--- src/rtl/pair_issue_pkg.sv ---
package pair_issue_pkg;

    typedef enum logic [2:0] {
        GRP_MT = 3'd0,
        GRP_EX = 3'd1,
        GRP_LS = 3'd2,
        GRP_BR = 3'd3,
        GRP_FE = 3'd4,
        GRP_CO = 3'd5
    } grp_e;

    typedef enum logic {
        ST_OPEN   = 1'b0,
        ST_LOCKED = 1'b1
    } lock_st_e;

    // CO and both reserved codes must issue alone
    function automatic logic grp_solo(input logic [2:0] g);
        return g >= 3'(GRP_CO);
    endfunction

endpackage

--- src/rtl/pair_rules.sv ---
module pair_rules
    import pair_issue_pkg::*;
(
    input  logic [2:0] g_old,
    input  logic [2:0] g_young,
    output logic       pair_ok
);
    // groups that own a single shared resource: EX, LS, BR, FE
    localparam int FIRST_SHARED = 1;
    localparam int LAST_SHARED  = 4;

    logic [LAST_SHARED:FIRST_SHARED] clash;

    genvar gi;
    generate
        for (gi = FIRST_SHARED; gi <= LAST_SHARED; gi++) begin : g_clash
            assign clash[gi] = (g_old == 3'(gi)) && (g_young == 3'(gi));
        end
    endgenerate

    always_comb begin
        pair_ok = !grp_solo(g_old) && !grp_solo(g_young) && (clash == '0);
    end

endmodule

--- src/rtl/lock_fsm.sv ---
module lock_fsm
    import pair_issue_pkg::*;
#(
    parameter int LOCK_W = 5
) (
    input  logic              clk,
    input  logic              rst,
    input  logic              start,
    input  logic [LOCK_W-1:0] len,
    output logic              open_o
);
    localparam logic [LOCK_W-1:0] ONE = LOCK_W'(1);

    lock_st_e          state, state_n;
    logic [LOCK_W-1:0] cnt, cnt_n;

    // next state
    always_comb begin
        state_n = state;
        cnt_n   = cnt;
        unique case (state)
            ST_OPEN: begin
                if (start && (len > ONE)) begin
                    state_n = ST_LOCKED;
                    cnt_n   = len - ONE;
                end
            end
            ST_LOCKED: begin
                cnt_n = cnt - ONE;
                if (cnt == ONE) state_n = ST_OPEN;
            end
            default: begin
                state_n = ST_OPEN;
                cnt_n   = '0;
            end
        endcase
    end

    // state register
    always_ff @(posedge clk) begin
        if (rst) begin
            state <= ST_OPEN;
            cnt   <= '0;
        end else begin
            state <= state_n;
            cnt   <= cnt_n;
        end
    end

    // outputs
    always_comb begin
        open_o = (state == ST_OPEN);
    end


    lock_stays_chk: assert property (@(posedge clk) disable iff (rst)
        (state == ST_LOCKED && cnt > ONE) |=> (state == ST_LOCKED));


    lock_enter_chk: assert property (@(posedge clk) disable iff (rst)
        (state == ST_OPEN && start && len > ONE) |=> (state == ST_LOCKED));

endmodule

--- src/rtl/pair_issue_ctrl.sv ---
module pair_issue_ctrl
    import pair_issue_pkg::*;
#(
    parameter int LOCK_W = 5
) (
    input  logic              clk,
    input  logic              rst,
    input  logic              s0_valid,
    input  logic [2:0]        s0_group,
    input  logic [LOCK_W-1:0] s0_lock,
    input  logic              s1_valid,
    input  logic [2:0]        s1_group,
    output logic              s0_issue,
    output logic              s1_issue,
    output logic              s1_stall
);
    logic pair_ok;
    logic dec_open;
    logic co_go;

    pair_rules u_rules (
        .g_old   (s0_group),
        .g_young (s1_group),
        .pair_ok (pair_ok)
    );

    lock_fsm #(.LOCK_W(LOCK_W)) u_lock (
        .clk    (clk),
        .rst    (rst),
        .start  (co_go),
        .len    (s0_lock),
        .open_o (dec_open)
    );

    always_comb begin
        s0_issue = dec_open && s0_valid;
        s1_issue = s0_issue && s1_valid && pair_ok;
        s1_stall = s1_valid && !s1_issue;
        co_go    = s0_issue && grp_solo(s0_group);
    end


    in_order_chk: assert property (@(posedge clk) disable iff (rst)
        s1_issue |-> s0_issue);


    co_alone_chk: assert property (@(posedge clk) disable iff (rst)
        s1_issue |-> (s0_group < 3'(GRP_CO) && s1_group < 3'(GRP_CO)));


    same_group_chk: assert property (@(posedge clk) disable iff (rst)
        s1_issue |-> (s0_group != s1_group || s0_group == 3'(GRP_MT)));


    lock_hold_chk: assert property (@(posedge clk) disable iff (rst)
        (s0_issue && s0_group >= 3'(GRP_CO) && s0_lock > LOCK_W'(1))
            |=> (!s0_issue && !s1_issue));


    stall_chk: assert property (@(posedge clk) disable iff (rst)
        s1_stall |-> (s1_valid && !s1_issue));

endmodule

--- config.mk ---
export PLATFORM = sky130hd
export DESIGN_NAME = pair_issue_ctrl
export DESIGN_NICKNAME = d
export VERILOG_FILES = /design/src/rtl/pair_issue_pkg.sv /design/src/rtl/pair_rules.sv /design/src/rtl/lock_fsm.sv /design/src/rtl/pair_issue_ctrl.sv
export SDC_FILE = /design/constraint.sdc
export NUM_CORES = 1
export LEC_CHECK = 0
export ABC_AREA = 1
export BUFFER_PORTS_ARGS = -buffer_cell sky130_fd_sc_hd__buf_2
export CAP_MARGIN = 40
export CORE_AREA = 10 10 47 49
export CTS_CLUSTER_DIAMETER = 30
export DETAILED_ROUTE_END_ITERATION = 12
export DIE_AREA = 0 0 57 59
export PLACE_DENSITY = 0.73
export SYNTH_ARGS = -nofsm -noshare
export SYNTH_HDL_FRONTEND = slang
export SYNTH_SLANG_ARGS = --single-unit
--- constraint.sdc ---
create_clock -name clk -period 1.55 [get_ports clk]
set_clock_uncertainty 0.1 [all_clocks]
set_input_delay 0 -clock clk [delete_from_list [all_inputs] [get_ports clk]]
set_output_delay 0 -clock clk [all_outputs]
set_load 0.05 [all_outputs]
* Yosys cells after proc, flatten, opt, wreduce, memory -nomap -nowiden
Cells that the tools add are included.
** Cells by class
- Add/subtract/negate cells :: 2
- $lt $le $gt $ge :: 3
- Equal/unequal tests :: 10
- Multiplexer cells :: 5
- Bitwise operators :: 1
- Reductions and logical operators :: 16
** Operator list (count)
- 3-bit by 2-bit == test with 1-bit output, second input constant :: 4
- 1-bit logical AND :: 12
- 5-bit case mux with 2 select lines :: 1
- 5-bit by 1-bit subtractor with 5-bit output, second input constant :: 2
- 3-bit by 1-bit == test with 1-bit output, second input constant :: 2
- 3-bit == test, second input constant :: 2
- 3-bit >= comparator, second input constant :: 2
- 5-bit by 1-bit == test with 1-bit output, second input constant :: 1
- 5-bit by 1-bit greater-than comparator with 1-bit output, second input constant :: 1
- 5-bit two-way mux :: 1
- 4-bit logical NOT :: 1
- 1-bit logical NOT :: 3
- 1-bit two-way mux :: 2
- 2-bit by 1-bit inequality test with 1-bit output, second input constant :: 1
- 1-bit case mux with 2 select lines :: 1
- 1-bit inverter :: 1
** Storage, ports and cells
- Flip-flop bits (word level) :: 6
- Output and inout bits :: 3

* Depth between registers and ports, before layout
- Word-level depth :: 7
- Mapped depth :: 9

* Cells and area by module
A second synthesis with hierarchy kept.
** Second synthesis, totals
- Cell total of the unflattened synthesis :: 109
- Area, all modules :: 658.1 um^2
** Modules (own cells, without submodules)
- lock_fsm :: times used 1, cells each 82, area an instance 528.0 um^2, seq. area each 120.1 um^2
- pair_rules :: times used 1, cells each 18, area an instance 92.6 um^2, seq. area each 0.0 um^2
- pair_issue_ctrl :: times used 1, cells each 9, area an instance 37.5 um^2, seq. area each 0.0 um^2

* Worst setup path before layout
No wires, ideal clock.
- Path type :: flip-flop to output port
- Start :: register u_lock.state
- End :: output port s1_stall
- Arrival :: 2.287 ns
- Required time :: 1.450 ns
- Slack :: -0.837 ns
- Stages on the path, launching flop included :: 8
- Path buffers :: 1
- Path through :: dfxtp_1 > buf_6 > inv_8 > nand2_4 > inv_1 > nand3_1 > a21oi_1 > nor2_1
** Between the ends
- Longest elaborated chain between the ends :: 6
** Ends and longest elaborated chain
- start, declared :: line lock_fsm.sv:14 : lock_st_e state, state_n;
- start signal, assigned :: line lock_fsm.sv:45 : state <= state_n;
- 1-bit inverter :: line lock_fsm.sv:52 : open_o = (state == ST_OPEN);
- 1-bit logical AND :: line pair_issue_ctrl.sv:36 : s0_issue = dec_open && s0_valid;
- named net s0_issue :: line pair_issue_ctrl.sv:13 : output logic s0_issue,
- 1-bit logical AND (2 in a row) :: line pair_issue_ctrl.sv:37 : s1_issue = s0_issue && s1_valid && pair_ok;
- named net s1_issue :: line pair_issue_ctrl.sv:14 : output logic s1_issue,
- 1-bit logical NOT :: line pair_issue_ctrl.sv:38 : s1_stall = s1_valid && !s1_issue;
- 1-bit logical AND :: line pair_issue_ctrl.sv:38
- end, declared :: line pair_issue_ctrl.sv:15 : output logic s1_stall
The timed path passes the listed nets, and every way through them passes these cells.

* Worst setup path in the final report
- Start :: register u_lock.state
- End :: output port s1_issue
** Between the ends
- Longest elaborated chain between the ends :: 4
** Ends and longest elaborated chain (line)
- 1-bit inverter :: lock_fsm.sv:52
- 1-bit logical AND :: pair_issue_ctrl.sv:36
- 1-bit logical AND (2 in a row) :: pair_issue_ctrl.sv:37
- end, declared :: pair_issue_ctrl.sv:14
No other way between the ends.

==> metrics <==
pin count of the biggest net entering global routing 11; critical path class reg -> out; worst hold-check path type in -> reg; RSZ-0062 raised after global routing no; leading area contributor after synthesis dfxtp_1; setup slack after layout 0.120 ns; Avg Cell Area, Syn 6.45 sq um; RD Place Congestion 0.816; Final Total Pwr 0.000572 W; sequential area share after synthesis 0.194; maxcap violations 0; Die Wd 57 um; TritonCTS Sinks 6; CP max stage delay 0.34 ns; CTS tree built; Area contributors post-synth dfxtp_1 (19%), nand2_1 (12%), nand3_1 (11%); share of layout cells above drive strength 1 0.308; PwrDens 731 mW/mm^2; CTS clk-pin slew, worst paths 0.05 ns; Die ar. 0.00336 sq mm; Floorplan Core Area 0.00140 sq mm; CTS Root Buffer Type clkbuf_4; register-to-register setup slack 0.27 ns; Critical Path RT 1.45 ns; total track usage 0.0894; Final Hold Vio Count 0; H-tree levels 1; TritonRoute pass-1 iters 4; Synth Instances 96; critical path buffer and inverter count 3; DRT iter0 DRCs 14; IO Port Bufs 17; period utilisation layout 0.922; crit path DAT 1.33 ns; CP Max Fanout 10; status finished, final reports clean; final net count 138; Setup-failing EPs final 0; IO Pins 18; delay-heaviest family, CP buffers and inverters; Layout area overhead 26.3%; Synth top area share 0.194; WL/cell 11.0 um; yosys warns 0; clock latency at the later pin of the worst-skew pair 0.25 ns; Seq cells post-synth 6; Final min period 1.43 ns; die outline height 59 um; Longest Clk Path Bufs 2; Yosys cell types 22; slew of the pin with the lowest slew margin 0.254 ns; FP Rows 14; post-synthesis instance area 619 sq um; slew margin rel. 0.832; Setup crit end kind output port; Post-synth EDFFs 0; Cell Chain, Critical Path inv_8, nand2_4, clkinvlp_4, nand3_1, a21oi_4, buf_4; clock buffer count from CTS 3; top cells by count, synth nand2_1 (20), nor2_1 (14), nand3_1 (13), inv_1 (12), dfxtp_1 (6); Post-DRT Antenna Nets 0; vias in the first global route 626; global-route wire length before repair 2480 um; peak supply drop 0.489 mV; placed wire-length estimate 1200 um; worst slack, placed 0.270 ns; total leakage power 0.394 nW; starting density of the core 0.442; top_reg_cell synth dfxtp_1; FMAX 699 MHz; ANT cells 0; count leader, synth nand2_1; ys async rst share 0; Routed Wire Length 1470 um; DR DRC count 0; Post-Route Setup TNS 0 ns; via count 659; Slew Viols, Final 0; remaining global-route overflow 0; initial antenna violation count 0; CP startpoint kind flop; Synthesized Nets 115; Worst path slowest cell dfxtp_2; via/cell ratio 4.95
==> power breakdown <==
group	switching, W	internal (W)
clock network	0.0000670	0.0000883
logic	0.000138	0.0000923
registers	0.0000148	0.000171
==> stage by stage <==
stage	cells	cell area, sq um	util	hold slack [ns]
2_1_floorplan	96	642	-	-0.0376
3_3_place_gp	129	743	0.530	0.0879
3_5_place_dp	129	743	0.530	0.0882
4_1_cts	133	778	0.555	0.0411
5_1_grt	133	782	0.558	0.0689
6_report	133	782	0.558	0.0432
==> what timing repair did <==
action                                 CTS  global route
setup endpoints to repair                1             2
buffers inserted                         0             0
hold buffers                             1             0
pin swaps                                0             0
endpoints found under the hold margin    6             0
gates resized for setup                  1             3
==> tightest hold or removal path, stage by stage <==
cell and delay [ns]:
buf_2 0.11, o21ai_0 0.10, nand2_1 0.09, a21oi_2 0.05
==> registers in the layout (all words and copies together), names as in the netlist <==
signal,cells
u_lock.cnt,5
u_lock.state,1
==> worst paths after layout <==
path / endpoint / cells after the start / startpoint
worst max-delay path: s1_issue / 6 / u_lock.state
worst min-delay path: u_lock.cnt[0] / 4 / s0_lock[0]
worst max register to register: u_lock.cnt[2] / 6 / u_lock.cnt[0]
worst min register to register: u_lock.cnt[4] / 2 / u_lock.cnt[4]
==> cells by family (layout without fill, tap and decap cells) <==
kind of cell | after synthesis | after routing | share of synthesized area
and+or+nand+nor | 54 | 54 | 0.416
buffers and inverters | 16 | 37 | 0.121
AOI/OAI and AO/OA | 12 | 12 | 0.129
DFF | 6 | 6 | 0.194
adders and majority gates | 4 | 4 | 0.0808
xor gates and xnor gates | 3 | 3 | 0.0424
muxes | 1 | 1 | 0.0162
==> routing by layer <==
layer  vias up  GRT usage  wire [um]
li1        348          -          -
met1       287     0.0924        637
met2        20      0.166        750
met3         4     0.0150         49
met4         0     0.0503         32
met5         -          0          0
==> layout make-up <==
type                       instances  area, sq um
clock buffer                       3         22.5
timing repair buffer              19          108
inverter                          15         67.6
fill                             150          619
tap                               16         20.0
multi-input combinational         74          443
sequential                         6          121
==> cells in the final DEF, fill, tap and decap left out, types with 2 or more instances in the layout <==
cell / instances
ha_1: 4
clkbuf_4: 3
nand2_4: 3
inv_2: 2
o21ai_0: 5
o21bai_1: 2
xor2_1: 2
a21oi_1: 2
buf_4: 3
dfxtp_1: 5
nor2_4: 2
nand3_1: 13
buf_2: 15
nand2_1: 20
inv_1: 11
nor2_1: 13
(Power assumes the default switching activity.)
